### src/rtl/apb_rf_pkg.sv
package apb_rf_pkg;
  localparam int DATA_W    = 32;
  localparam int STRB_W    = DATA_W / 8;
  localparam int NUM_REGS  = 8;
  localparam int IDX_W     = $clog2(NUM_REGS);
  localparam int WAIT_W    = 2;
  localparam int SEC_FIRST = 6;   // first secure-only register index
  localparam int PROT_W    = 3;

  // control -> datapath strobes
  typedef struct packed {
    logic             doWrite;
    logic             doRead;
    logic [IDX_W-1:0] idx;
  } rfStrobe_t;
endpackage

### src/rtl/apb_rf_ctrl.sv
module apb_rf_ctrl
  import apb_rf_pkg::*;
#(
  parameter int ADDR_W = 12
)(
  input  logic              clk,
  input  logic              rstN,
  input  logic              selIn,
  input  logic              enableIn,
  input  logic              writeIn,
  input  logic [ADDR_W-1:0] addrIn,
  input  logic [STRB_W-1:0] strbIn,
  input  logic [PROT_W-1:0] protIn,
  input  logic [WAIT_W-1:0] waitCfg,
  output logic              readyOut,
  output logic              errOut,
  output rfStrobe_t         strobeOut
);
  localparam int IDX_LSB = $clog2(STRB_W);
  localparam int HI_LSB  = IDX_LSB + IDX_W;

  logic [WAIT_W-1:0] waitCnt;
  logic              accessPhase;
  logic              readyInt;
  logic [IDX_W-1:0]  idx;
  logic              outRange;
  logic              secureHit;
  logic              denied;
  logic              strbOnRead;
  logic              fault;
  logic              unusedProtBits;
  logic              unusedAddrBits;

  assign accessPhase = selIn && enableIn;
  assign readyInt    = accessPhase && (waitCnt == waitCfg);

  always_ff @(posedge clk or negedge rstN) begin
    if (!rstN)                         waitCnt <= '0;
    else if (!accessPhase || readyInt) waitCnt <= '0;
    else                               waitCnt <= waitCnt + 1'b1;
  end

  assign idx        = addrIn[HI_LSB-1:IDX_LSB];
  assign outRange   = |addrIn[ADDR_W-1:HI_LSB];
  assign secureHit  = (idx >= IDX_W'(SEC_FIRST));
  assign denied     = secureHit && protIn[1];
  assign strbOnRead = !writeIn && (|strbIn);
  assign fault      = outRange || denied || strbOnRead;

  assign unusedProtBits = protIn[0] ^ protIn[2];
  assign unusedAddrBits = ^addrIn[IDX_LSB-1:0];

  assign readyOut          = readyInt;
  assign errOut            = readyInt && fault;
  assign strobeOut.doWrite = readyInt && writeIn && !fault;
  assign strobeOut.doRead  = readyInt && !writeIn && !fault;
  assign strobeOut.idx     = idx;

  assert_ready_in_access_R2: assert property (@(posedge clk) disable iff (!rstN)
    readyOut |-> (selIn && enableIn));

  assert_err_final_only_R9: assert property (@(posedge clk) disable iff (!rstN)
    errOut |-> (selIn && enableIn && readyOut));

  assert_wait_bound_R3: assert property (@(posedge clk) disable iff (!rstN)
    waitCnt <= waitCfg);

  assert_commit_exclusive_R5: assert property (@(posedge clk) disable iff (!rstN)
    !(strobeOut.doWrite && strobeOut.doRead) && !(errOut && (strobeOut.doWrite || strobeOut.doRead)));
endmodule

### src/rtl/apb_rf_dpath.sv
module apb_rf_dpath
  import apb_rf_pkg::*;
(
  input  logic              clk,
  input  logic              rstN,
  input  rfStrobe_t         strobeIn,
  input  logic [DATA_W-1:0] wdataIn,
  input  logic [STRB_W-1:0] strbIn,
  output logic [DATA_W-1:0] rdataOut
);
  logic [NUM_REGS-1:0][DATA_W-1:0] regFile;
  logic [DATA_W-1:0]               laneMask;

  for (genvar b = 0; b < STRB_W; b++) begin : g_lane
    assign laneMask[b*8 +: 8] = {8{strbIn[b]}};
  end

  always_ff @(posedge clk or negedge rstN) begin
    if (!rstN) begin
      regFile <= '0;
    end else if (strobeIn.doWrite) begin
      for (int r = 0; r < NUM_REGS; r++) begin
        if (strobeIn.idx == IDX_W'(r))
          regFile[r] <= (regFile[r] & ~laneMask) | (wdataIn & laneMask);
      end
    end
  end

  assign rdataOut = strobeIn.doRead ? regFile[strobeIn.idx] : '0;

  assert_reg_hold_R4: assert property (@(posedge clk) disable iff (!rstN)
    !strobeIn.doWrite |=> $stable(regFile));

  assert_rdata_idle_zero_R5: assert property (@(posedge clk) disable iff (!rstN)
    !strobeIn.doRead |-> (rdataOut == '0));
endmodule

### src/rtl/apb_rf_top.sv
module apb_rf_top
  import apb_rf_pkg::*;
#(
  parameter int ADDR_W = 12
)(
  input  logic              clk,
  input  logic              rstN,
  input  logic              selIn,
  input  logic              enableIn,
  input  logic              writeIn,
  input  logic [ADDR_W-1:0] addrIn,
  input  logic [DATA_W-1:0] wdataIn,
  input  logic [STRB_W-1:0] strbIn,
  input  logic [PROT_W-1:0] protIn,
  input  logic [WAIT_W-1:0] waitCfg,
  output logic [DATA_W-1:0] rdataOut,
  output logic              readyOut,
  output logic              errOut
);
  rfStrobe_t strobe;

  apb_rf_ctrl #(.ADDR_W(ADDR_W)) u_ctrl (
    .clk(clk), .rstN(rstN), .selIn(selIn), .enableIn(enableIn),
    .writeIn(writeIn), .addrIn(addrIn), .strbIn(strbIn), .protIn(protIn),
    .waitCfg(waitCfg), .readyOut(readyOut), .errOut(errOut), .strobeOut(strobe)
  );

  apb_rf_dpath u_dpath (
    .clk(clk), .rstN(rstN), .strobeIn(strobe), .wdataIn(wdataIn),
    .strbIn(strbIn), .rdataOut(rdataOut)
  );
endmodule

### config.mk
export PLATFORM = sky130hd
export DESIGN_NAME = apb_rf_top
export DESIGN_NICKNAME = d
export VERILOG_FILES = /design/src/rtl/apb_rf_pkg.sv /design/src/rtl/apb_rf_ctrl.sv /design/src/rtl/apb_rf_dpath.sv /design/src/rtl/apb_rf_top.sv
export SDC_FILE = /design/constraint.sdc
export NUM_CORES = 1
export LEC_CHECK = 0
export BUFFER_PORTS_ARGS = -buffer_cell sky130_fd_sc_hd__buf_4
export CELL_PAD_IN_SITES_DETAIL_PLACEMENT = 0
export CELL_PAD_IN_SITES_GLOBAL_PLACEMENT = 1
export CORE_MARGIN = 5
export CORE_UTILIZATION = 35
export CTS_CLUSTER_DIAMETER = 150
export DETAILED_ROUTE_END_ITERATION = 12
export PLACE_DENSITY = 0.68
export SYNTH_ARGS = -nofsm -noshare
export SYNTH_HDL_FRONTEND = slang
export SYNTH_SLANG_ARGS = --single-unit
### constraint.sdc
create_clock -name clk -period 4.9 [get_ports clk]
set_input_delay 0.98 -clock clk [delete_from_list [all_inputs] [get_ports clk]]
set_output_delay 0.98 -clock clk [all_outputs]
set_load 0.005 [all_outputs]
# == Word-level counts from Yosys, hierarchy flattened ==
# Index checks and enable logic that the tools add are counted.
# totals
regBits,258
in_bits,58
out_inout_bits,34
elab_cells,68
# op_classes
n_addsub,1
n_lt_le_gt_ge,2
eq_ne,8
n_mux,4
bitwise,18
n_reduce_logical,26
# op_table
op,count
32-bit AND,9
32-bit OR,8
32-bit binary-select mux with 3-bit select,1
32-bit two-way mux,2
32-bit NOT,1
2-bit AND reduction,8
3-bit equality test (second input constant),4
1-bit logical AND,9
7-bit OR reduction,1
3-bit by 2-bit equality test with 1-bit output (second input constant),2
3-bit by 4-bit < comparator with 1-bit output (second input constant),1
4-bit OR reduction,1
3-bit by 1-bit equality test with 1-bit output (second input constant),1
3-bit greater-or-equal comparator (second input constant),1
1-bit zero test,3
3-bit zero test,1
1-bit logical OR,3
2-bit by 1-bit adder with 2-bit output (second input constant),1
2-bit equality test,1
2-bit two-way mux,1

# == Depth between registers and ports, before layout ==
# Gate-level depths: netlist of run 1.
# depth
word_depth,7
ltp_mapped,7
mapped_depth_nobuf,4

# == By module ==
# A second synthesis of run 1 with hierarchy kept.
# unflattened
hier_cells,815
area_unflattened_um2,12336.8
# modules_own_cells
mod,instances,cells_per_inst,area_each_um2,seq_area_each_um2
apb_rf_dpath,1,788,12125.4,6406.1
apb_rf_ctrl,1,27,211.5,50.0

# == Least setup slack after synthesis of run 1 ==
# No wires, ideal clock.
# synth_path
path_type,input-to-output
from,in addrIn[3]
to,out rdataOut[10]
arrival_time_ns,2.461
required_time_ns,3.920
setup_slack_ns,1.459
path_stages,6
cell_sequence,clkbuf_1 > buf_1 > buf_2 > mux4_2 > mux2i_1 > nor2_1
# synth_via
elab_chain_cells,7
elab_cells_between_ends,9
cone_classes,order compare (1); mux (3); reduce/logical (5)
# synth_lines
element,line_no,text
"start, declared",apb_rf_top.sv:11,"input logic [ADDR_W-1:0] addrIn,"
3-bit greater-or-equal comparator,apb_rf_ctrl.sv:45,assign secureHit = (idx >= IDX_W'(SEC_FIRST));
1-bit logical AND,apb_rf_ctrl.sv:46,assign denied = secureHit && protIn[1];
1-bit logical OR (2 in series),apb_rf_ctrl.sv:48,assign fault = outRange || denied || strbOnRead;
1-bit zero test,apb_rf_ctrl.sv:56,assign strobeOut.doRead = readyInt && !writeIn && !fault;
1-bit logical AND,apb_rf_ctrl.sv:56,
32-bit two-way mux *,apb_rf_dpath.sv:29,assign rdataOut = strobeIn.doRead ? regFile[strobeIn.idx] : '0;
"end, declared",apb_rf_top.sv:16,"output logic [DATA_W-1:0] rdataOut,"
# Every way passes the cells marked *; elsewhere a longest branch is shown, timed or not. The select of a mux whose other input is x is not followed.

# == Worst setup path after layout of run 1 ==
# layout_path
from,in addrIn[3]
to,out rdataOut[16]
# Same word-level chain as after synthesis.

==> summary.md, run 1 <==
| Metric | Value |
|---|---|
| FILL cells | `3,232` |
| HPWL Detailed | `between 15,000 and 20,000 um` |
| Initial drt markers | `approximately 250` |
| Dominant cell type by area after synthesis | `dfrtp_1` |
| # diodes | `0` |
| # setup viols final | `0` |
| Status | `completed` |
| TritonRoute pass-1 iters | `4` |
| Slowest stage delay, CP | `between 0.5 and 0.6 ns` |
| Initial antenna violation count | `1` |
| CTS tree | `yes` |
| Num CTS Buffers | `28` |
| Post-CTS Repair Setup Buffers | `0` |
| Fin crit share | `slightly above 80%` |
| GRT Residual Overflow | `0` |
| Crit path time final | `a little over 4 ns` |
| Seq cells post-synth | `between 200 and 300` |
| Number of global-route vias before repair | `roughly 7,400` |
| Root buffer cell | `clkbuf_16` |
| Largest net degree at the start of global routing | `between 100 and 150` |
| Max VDD drop | `roughly 290 uV` |
| Post-layout util | `between 40% and 50%` |
| Most used DFF post-synth | `dfrtp_1` |
| Detailed-route via count | `6,780` |
| Worst Hold Class | `register to register` |
| CP Max Fanout | `41` |
| Crit-path most repeated cell | `buf_4` |
| Warnings from Yosys | `0` |
| Vias per cell | `between 5 and 6` |
| Switching power | `approximately 970 uW` |
| Crit path DAT | `3.06 ns` |
| Mapped Nets | `a little over 800` |
| FP Rows | `a little under 70` |
| Worst setup EP type | `output pin` |
| Clk slew on worst S/H paths | `roughly 0.06 ns` |
| H-tree lvl count | `1` |
| Max Cap Viol | `0` |
| Yosys top cell area share | `53.4%` |
| Net Sw Frac | `between 20 and 25%` |
| DRT Wirelength | `about 28,000 um` |
| Crit-path cells | `buf_4 -> and2_1 -> a2111oi_0 -> nand4b_1 -> buf_4 -> nor2_1 -> buf_4` |
| Comb pwr share | `under 10%` |
| Worst EP required | `just under 4 ns` |
| DRC violations left | `0` |
| Ys async rst share | `100%` |
| Die area | `~38,000 um2` |
| Critical path class | `primary input to output pin` |
| Max Freq | `approximately 250 MHz` |
| Pwr dens | `just over 300 nW/um2` |
| Final hold violations | `0` |
| Startpoint types | `primary input` |
| Max Root-Sink Buffers | `3` |
| Synthesized cell area | `~12,000 um2` |
| Clock net sink count | `258` |
| Critical path's slowest cell | `a2111oi_0` |
| Drt wl/cell | `20.9 um` |
| Leak pwr | `just under 0.007 uW` |
| Die Y | `about 200 um` |
| Die Wd | `approximately 200 um` |
| Initial Utilization | `a little over a third` |
| Worst Tran Pin Value | `just under 1 ns` |
| Top Family by Delay on Critical Path | `simple AND/OR/NAND/NOR gates` |
| Tot GR Track Use | `about 15%` |
| Slew margin rel. | `33.9%` |
| Ranking of synthesized cells by area | `dfrtp_1 (53%), mux2_2 (21%), mux4_2 (12%)` |
| Clk_skew | `0.00991 ns` |
| I/O Pins | `between 90 and 100` |
| CP Buf/Inv Count | `3` |
| Clock share of power | `46.6%` |
| PostCTS Resize Cnt | `0` |
| Nets | `912` |
| Number of routed nets with antenna violations | `0` |
| Gpl congestion | `~0.70` |
| Pint | `3430 uW` |
| First-pass GRT wire length | `roughly 44,000 um` |
| Setup_tns | `0 ns` |
| Unrepaired setup endpoints after global routing | `no` |
| Post-synth EDFFs | `0` |
| Share of cells above drive strength 1 | `between 50% and 60%` |
| Core Box Area | `34,400 um2` |
| Clk Latency, worst-skew pair | `0.54 ns` |
| Mean Syn Cell Area | `15.8 um2` |
| Seq pwr share | `between 40% and 50%` |
| IO Port Bufs | `between 80 and 90` |
| Synth Instances | `~760` |
| Area grow syn2layout | `17.1%` |
| Sequential area share after synthesis | `53.4%` |
| Cts hold-fix bufs | `0` |
| Synth cell types | `33` |
| Final count of pins violating max slew | `0` |
## layout make-up
type / count / area, um2 / share of cell area, %
sequential: 258 / 6460 / 45.6
multi-input combinational: 466 / 5460 / 38.5
clock buffer: 46 / 850 / 6.00
timing repair buffer: 97 / 761 / 5.37
tap: 455 / 569 / 4.02
clock inverter: 6 / 55.1 / 0.389
inverter: 3 / 11.3 / 0.0795
## per-layer routing
| metal | part of all wire [%] | vias to the layer above | global-route usage [%] |
|---|---|---|---|
| met2 | 48 | 106 | 23.4 |
| li1 | - | 3067 | - |
| met4 | 2.0 | 2 | 2.72 |
| met5 | 0.072 | - | 0 |
| met1 | 47 | 3569 | 21.6 |
| met3 | 3.5 | 36 | 2.03 |
## worst paths after layout
path,startpoint,to,slack (ns),cells after the start
min in group asynchronous,rstN,async pin,0.50,1
worst min-delay path,register,register,0.48,1
worst max-delay path,addrIn[3],rdataOut[16],0.86,7
worst min register to register,register,register,0.48,1
max in group asynchronous,rstN,async pin,3.34,2
worst max register to register,u_ctrl.waitCnt[0],register,2.66,4
## cells by family (layout without fill, tap and decap cells)
family                 Yosys count  in the layout  synth area share, %
AO/OA/AOI/OAI                    6              6                0.321
XOR/XNOR                         2              2                0.455
buffers and inverters           40            152                 1.58
flip-flops                     258            258                 53.4
multiplexers                   352            352                 38.4
AND/OR/NAND/NOR                106            106                 5.87
## per-stage QoR
step	instances	cell area [um2]	setup WS [ns]	power [uW]	hold slack, ns
after detailed placement	1279	13300	0.823	2400	0.471
after global placement	1279	13300	0.824	2390	0.465
after global routing	1331	14200	0.592	4580	0.500
after CTS	1331	14200	0.826	4470	0.488
after floorplan	764	12100	1.46	2260	0.453
final	1331	14200	0.859	4400	0.482
## synth_stat cells, drive strengths merged (2+ instances only)
cell and n:
mux2i 32, buf 22, xor2 2, a21oi 3, mux2 256, nor2b 3, mux4 64, nor3 3
nand4b 5, nor4 8, inv 3, or4 2, and2 6, clkbuf 15, dfrtp 258, nor2 39
nand2 26, nand4 12
## cells in the final DEF, fill, tap and decap left out, types with 11 or more instances in the layout
cell / count
dfrtp_1: 258
mux2_2: 229
buf_4: 94
mux4_2: 64
nor2_1: 38
mux2i_1: 32
clkbuf_16: 29
mux2_1: 27
nand2_2: 20
clkbuf_1: 11
## power groups by stage
stage | clock, uW | combinational (uW) | sequential [uW]
after floorplan | 0 | 85.5 | 2170
after global placement | 0 | 221 | 2170
after detailed placement | 0 | 223 | 2170
after CTS | 2120 | 223 | 2130
after global routing | 2210 | 240 | 2130
final | 2050 | 215 | 2140
Note: power is estimated with default switching activity, not from simulation.
==> run 2: changes to the inputs <==
clock period = 4.24 ns   (was 4.9 ns; I/O delays follow)
==> run 2 against run 1 <==
  * Total power grew 17%
  * Die area is the same
  * Clock-buffer cell count shrank 6
  * Routed wire length is 0.74% higher
  * Register-to-register slack got worse by 0.70 ns
  * Sequential power is 15% higher
  * Largest power group unchanged
==> summary.md, run 2 (synthesis results as in run 1) <==
| Metric | Value |
|---|---|
| Status | `completed (unchanged)` |
| Initial drt markers | `322 (was 253)` |
| Pint | `4010 uW (was 3430 uW)` |
| Max VDD drop | `248 uV (was 295 uV)` |
| Switching power | `1140 uW (was 970 uW)` |
| I/O Pins | `92 (unchanged)` |
| DRT Wirelength | `28,000 um (was 27,800 um)` |
| Worst EP required | `3.39 ns (was 3.92 ns)` |
| # setup viols final | `0 (unchanged)` |
| Initial antenna violation count | `3 (was 1)` |
| Startpoint types | `primary input (unchanged)` |
| Max Root-Sink Buffers | `3 (unchanged)` |
| Clock share of power | `47.2% (was 46.6%)` |
| Nets | `917 (was 912)` |
| Setup_tns | `0 ns (unchanged)` |
| HPWL Detailed | `17,700 um (was 17,300 um)` |
| Seq pwr share | `47.9% (was 48.5%)` |
| Clock net sink count | `258 (unchanged)` |
| Die Wd | `196 um (unchanged)` |
| Max Freq | `approximately 290 MHz` |
| Unrepaired setup endpoints after global routing | `no (unchanged)` |
| Pwr dens | `362 nW/um2 (was 311 nW/um2)` |
| Crit-path cells | `buf_4 -> buf_12 -> mux4_2 -> mux2i_1 -> nor2_1 -> buf_4 (was buf_4 -> and2_1 -> a2111oi_0 -> nand4b_1 -> buf_4 -> nor2_1 -> buf_4)` |
| Crit path DAT | `2.66 ns (was 3.06 ns)` |
| Clk slew on worst S/H paths | `0.06 ns (about the same)` |
| Number of routed nets with antenna violations | `0 (unchanged)` |
| Tot GR Track Use | `14.8% (was 14.6%)` |
| Worst Hold Class | `primary input to async pin (was register to register)` |
| TritonRoute pass-1 iters | `4 (unchanged)` |
| Crit path time final | `about 3.5 ns` |
| Crit-path most repeated cell | `buf_4 (unchanged)` |
| Commonest cells after routing, fill and taps aside | `dfrtp_1 (258), mux2_2 (229), buf_4 (98) (was dfrtp_1 (258), mux2_2 (229), buf_4 (94))` |
| FP Rows | `68 (unchanged)` |
| Layout Cells excl Fill | `1,338 (was 1,331)` |
| H-tree lvl count | `1 (unchanged)` |
| Final instance area | `14,200 um2 (about the same)` |
| First-pass GRT wire length | `44,700 um (was 44,200 um)` |
| CP Buf/Inv Count | `3 (unchanged)` |
| Post-CTS Repair Setup Buffers | `0 (unchanged)` |
| Clk_skew | `0.00742 ns (was 0.00991 ns)` |
| Total power draw | `5150 uW (was 4400 uW)` |
| Worst setup EP type | `output pin (unchanged)` |
| Critical path's slowest cell | `mux4_2 (was a2111oi_0)` |
| Final hold violations | `0 (unchanged)` |
| Num CTS Buffers | `28 (unchanged)` |
| Final count of pins violating max slew | `0 (unchanged)` |
| GRT Residual Overflow | `0 (unchanged)` |
| Multi-input gate area | `5460 um2 (unchanged)` |
| Die area | `38,400 um2 (unchanged)` |
| Detailed-route via count | `6,837 (was 6,780)` |
| Sequential Area | `6460 um2 (unchanged)` |
| Placed insts | `1,284 (was 1,279)` |
| Slowest stage delay, CP | `0.52 ns (was 0.59 ns)` |
| Net Sw Frac | `22.2% (was 22.0%)` |
| Most common cell after layout, fill and taps aside | `dfrtp_1 (unchanged)` |
| Vias per cell | `5.11 (was 5.09)` |
| DRC violations left | `0 (unchanged)` |
| Largest net degree at the start of global routing | `112 (unchanged)` |
| Gpl congestion | `0.720 (was 0.700)` |
| CTS tree | `yes (unchanged)` |
| Slew margin rel. | `40.5% (was 33.9%)` |
| Number of global-route vias before repair | `7,427 (was 7,446)` |
| Area grow syn2layout | `17.7% (was 17.1%)` |
| Clk Latency, worst-skew pair | `0.53 ns (was 0.54 ns)` |
| Post-layout util | `41.4% (was 41.2%)` |
| Critical path class | `primary input to output pin (unchanged)` |
| Cts hold-fix bufs | `0 (unchanged)` |
| Fin crit share | `82.7%` |
| CP Max Fanout | `29 (was 41)` |
| Share of cells above drive strength 1 | `54.9% (was 54.1%)` |
| Leak pwr | `0.00697 uW (was 0.00692 uW)` |
| IO Port Bufs | `87 (unchanged)` |
| Dpl cell area | `13,300 um2 (about the same)` |
| Max Cap Viol | `0 (unchanged)` |
| Drt wl/cell | `21.0 um (was 20.9 um)` |
| Core Box Area | `34,400 um2 (unchanged)` |
| FILL cells | `3,249 (was 3,232)` |
| Worst R2R Setup Slack | `1.96 ns (was 2.66 ns)` |
| Comb pwr share | `4.9% (about the same)` |
| Top Family by Delay on Critical Path | `buffers and inverters (was simple AND/OR/NAND/NOR gates)` |
| PostCTS Resize Cnt | `0 (unchanged)` |
| Initial Utilization | `35.2% (unchanged)` |
| Die Y | `196 um (unchanged)` |
| Root buffer cell | `clkbuf_16 (unchanged)` |
| Worst Tran Pin Value | `0.893 ns (was 0.992 ns)` |
run 2: cell types whose count changed in the layout (fill, tap and decap cells not counted):
cell	delta
clkbuf_8	-1
clkinv_2	+5
clkbuf_1	-5
bufinv_16	+1
buf_12	+1
buf_4	+4
diode_2	+2
run 2: worst paths after layout:
| path | from | to | cells after the start |
|---|---|---|---|
| worst min-delay path | rstN | async pin | 1 |
| worst max-delay path | addrIn[2] | rdataOut[16] | 6 |
| max in group asynchronous | rstN | async pin | 2 |
| min in group clk | register | register | 1 |
| worst max register to register | u_ctrl.waitCnt[0] | register | 4 |
| worst min register to register | register | register | 1 |
run 2: routing by layer:
layer / vias up / track usage, % / routed length (um)
li1: 3077 / - / -
met1: 3594 / 22.1 / 13300
met2: 120 / 23.1 / 13000
met3: 42 / 2.47 / 1230
met4: 4 / 2.87 / 514
met5: - / 0 / 18
run 2: final cells by class:
| cell class | instances | area share (%) |
|---|---|---|
| multi-input combinational | 466 | 38.3 |
| tap | 455 | 4.00 |
| antenna | 2 | 0.0352 |
| sequential | 258 | 45.3 |
| timing repair buffer | 102 | 5.69 |
| clock inverter | 12 | 0.773 |
| clock buffer | 40 | 5.74 |
| inverter | 3 | 0.0791 |
run 2: power groups by stage:
stage          Sequential [uW]  Combinational [uW]  Clock, uW
6_report                  2470                 254       2430
5_1_grt                   2470                 283       2600
3_5_place_dp              2510                 262          0
3_3_place_gp              2510                 260          0
4_1_cts                   2470                 263       2500
2_1_floorplan             2510                98.8          0
run 2: worst register-to-register path: cells and delay by family (launching register included):
kind | cells | cell delay [ns]
flip-flops | 1 | 0.45
multiplexers | 1 | 0.38
AND/OR/NAND/NOR | 2 | 1.08
XOR/XNOR | 1 | 0.25
run 2: metrics by stage:
step                      setup slack, ns  hold slack [ns]
after floorplan                      1.06            0.453
after global routing                0.598            0.450
after global placement              0.707            0.466
after CTS                           0.697            0.425
final                               0.733            0.384
after detailed placement            0.700            0.474
==> run 3: changes to the inputs <==
PLACE_DENSITY = 0.7   (was 0.68)
clock period = 3.2 ns   (was 4.24 ns; I/O delays follow)
==> run 3 against run 2 <==
  * Global-route usage hardly changed
  * Clock-buffer cell count rose by 6
  * Largest cell class unchanged
  * Critical endpoint is now rdataOut[0]
  * First-iteration DRC count decreased by 19%
  * Critical path depth is 1 higher
  * Total power increased by 31%
  * Worst hold slack got worse by 0.26 ns
  * Combinational power up 35%
  * Clock power up 29%
  * Via count is essentially flat
  * Clock skew about the same
  * Worst setup slack got worse by 0.52 ns
  * Design area rose by 0.66%
==> summary.md, run 3 (synthesis results as in run 1) <==
| Metric | Value |
|---|---|
| Cts hold-fix bufs | `0 (unchanged)` |
| Share of cells above drive strength 1 | `55.2% (was 54.9%)` |
| IO Port Bufs | `87 (unchanged)` |
| Post-CTS Repair Setup Buffers | `0 (unchanged)` |
| Final instance area | `14,300 um2 (was 14,200 um2)` |
| Crit path time final | `between 2 and 3 ns` |
| Clk slew on worst S/H paths | `0.06 ns (about the same)` |
| Clk Latency, worst-skew pair | `0.53 ns (about the same)` |
| Largest net degree at the start of global routing | `93 (was 112)` |
| Worst Hold Class | `primary input to async pin (unchanged)` |
| TritonRoute pass-1 iters | `4 (unchanged)` |
| Die Wd | `196 um (unchanged)` |
| Dpl cell area | `13,400 um2 (was 13,300 um2)` |
| CTS tree | `yes (unchanged)` |
| H-tree lvl count | `1 (unchanged)` |
| Die Y | `196 um (unchanged)` |
| Fin crit share | `between 90% and 100%` |
| Slew margin rel. | `50.5% (was 40.5%)` |
| Vias per cell | `5.08 (was 5.11)` |
| Max Freq | `335 MHz` |
| Core Box Area | `34,400 um2 (unchanged)` |
| Worst setup EP type | `output pin (unchanged)` |
| # diodes | `0 (was 2)` |
| Initial Utilization | `35.2% (unchanged)` |
| Number of routed nets with antenna violations | `0 (unchanged)` |
| Final count of pins violating max slew | `0 (unchanged)` |
| Most common cell after layout, fill and taps aside | `dfrtp_1 (unchanged)` |
| Pwr dens | `470 nW/um2 (was 362 nW/um2)` |
| # setup viols final | `0 (unchanged)` |
| Worst Tran Pin Value | `0.742 ns (was 0.893 ns)` |
| Area grow syn2layout | `18.5% (was 17.7%)` |
| Commonest cells after routing, fill and taps aside | `dfrtp_1 (258), mux2_2 (229), buf_4 (106) (was dfrtp_1 (258), mux2_2 (229), buf_4 (98))` |
| CP Max Fanout | `24 (was 29)` |
| Clock net sink count | `258 (unchanged)` |
| Number of global-route vias before repair | `7,490 (was 7,427)` |
| Drt wl/cell | `20.9 um (was 21.0 um)` |
| Crit path DAT | `2.34 ns (was 2.66 ns)` |
| Net Sw Frac | `22.1% (was 22.2%)` |
| Max VDD drop | `365 uV (was 248 uV)` |
| Gpl congestion | `0.728 (was 0.720)` |
| Seq pwr share | `48.5% (was 47.9%)` |
| Clk_skew | `0.00750 ns (was 0.00742 ns)` |
| Tot GR Track Use | `14.8% (about the same)` |
| Num CTS Buffers | `29 (was 28)` |
| Leak pwr | `0.00703 uW (was 0.00697 uW)` |
| FP Rows | `68 (unchanged)` |
| Switching power | `1490 uW (was 1140 uW)` |
| HPWL Detailed | `17,700 um (about the same)` |
| Startpoint types | `primary input (unchanged)` |
| Max Root-Sink Buffers | `3 (unchanged)` |
| Initial antenna violation count | `1 (was 3)` |
| Initial drt markers | `262 (was 322)` |
| GRT Residual Overflow | `0 (unchanged)` |
| DRC violations left | `0 (unchanged)` |
| Die area | `38,400 um2 (unchanged)` |
| Comb pwr share | `5.1% (was 4.9%)` |
| Max Cap Viol | `0 (unchanged)` |
| DRT Wirelength | `28,100 um (was 28,000 um)` |
| Final hold violations | `0 (unchanged)` |
| Root buffer cell | `clkbuf_16 (unchanged)` |
| Worst EP required | `2.56 ns (was 3.39 ns)` |
| Pint | `5250 uW (was 4010 uW)` |
| Detailed-route via count | `6,832 (was 6,837)` |
| Unrepaired setup endpoints after global routing | `no (unchanged)` |
| Critical path class | `primary input to output pin (unchanged)` |
| Clock share of power | `46.4% (was 47.2%)` |
| Nets | `929 (was 917)` |
| First-pass GRT wire length | `44,800 um (was 44,700 um)` |
| Status | `completed (unchanged)` |
| I/O Pins | `92 (unchanged)` |
| Setup_tns | `0 ns (unchanged)` |
run 3: what timing repair did:
| item | 4_1_cts | 5_1_grt |
|---|---|---|
| endpoints found under the hold margin | 0 | 0 |
| resized for setup | 0 | 1 |
| setup endpoints to repair | 0 | 18 |
run 3: stage by stage:
step / utilization (%) / total power, uW / std cells / hold WS, ns / setup slack, ns
3_5_place_dp: 39.1 / 3680 / 1295 / 0.472 / 0.108
5_1_grt: 41.7 / 7000 / 1346 / 0.187 / 0.0553
3_3_place_gp: 39.1 / 3680 / 1295 / 0.464 / 0.139
2_1_floorplan: - / 3460 / 764 / 0.344 / 0.439
6_report: 41.7 / 6740 / 1346 / 0.127 / 0.216
4_1_cts: 41.7 / 6850 / 1346 / 0.161 / 0.110
run 3: power by group through the flow:
stage | clock network, uW | registers [uW] | logic, uW
6_report | 3130 | 3270 | 343
5_1_grt | 3360 | 3270 | 380
4_1_cts | 3230 | 3270 | 353
3_5_place_dp | 0 | 3330 | 352
3_3_place_gp | 0 | 3330 | 349
2_1_floorplan | 0 | 3330 | 131
run 3: cell type report:
cell class                      instances  area (um2)
Clock buffer                           46         880
Clock inverter                          5        25.0
Fill cell                            3213       20000
Inverter                                3        11.3
Multi-Input combinational cell        466        5460
Sequential cell                       258        6460
Tap cell                              455         569
Timing Repair Buffer                  113         931
run 3: final timing paths:
check                                        from  slack, ns  cells after the start           to
worst max-delay path                    addrIn[3]       0.22                      7  rdataOut[0]
worst min-delay path                         rstN       0.13                      1    async pin
worst max register to register  u_ctrl.waitCnt[0]       1.08                      5     register
worst min register to register           register       0.48                      1     register
max in group asynchronous                    rstN       2.23                      2    async pin
min in group clk                      wdataIn[15]       0.38                      2     register
run 3: layer usage:
metal | GRT usage, % | routed length (um) | part of all wire [%]
met2 | 22.6 | 12900 | 46
met1 | 22.3 | 13500 | 48
met4 | 2.66 | 420 | 1.5
met3 | 2.90 | 1370 | 4.9
met5 | 0 | 13 | 0.046
run 3: critical path: stages:
cell	delay, ns
buf_4	0.12
and2_1	0.22
a2111oi_1	0.51
nand4b_1	0.27
buf_12	0.26
nor2_1	0.17
buf_4	0.14
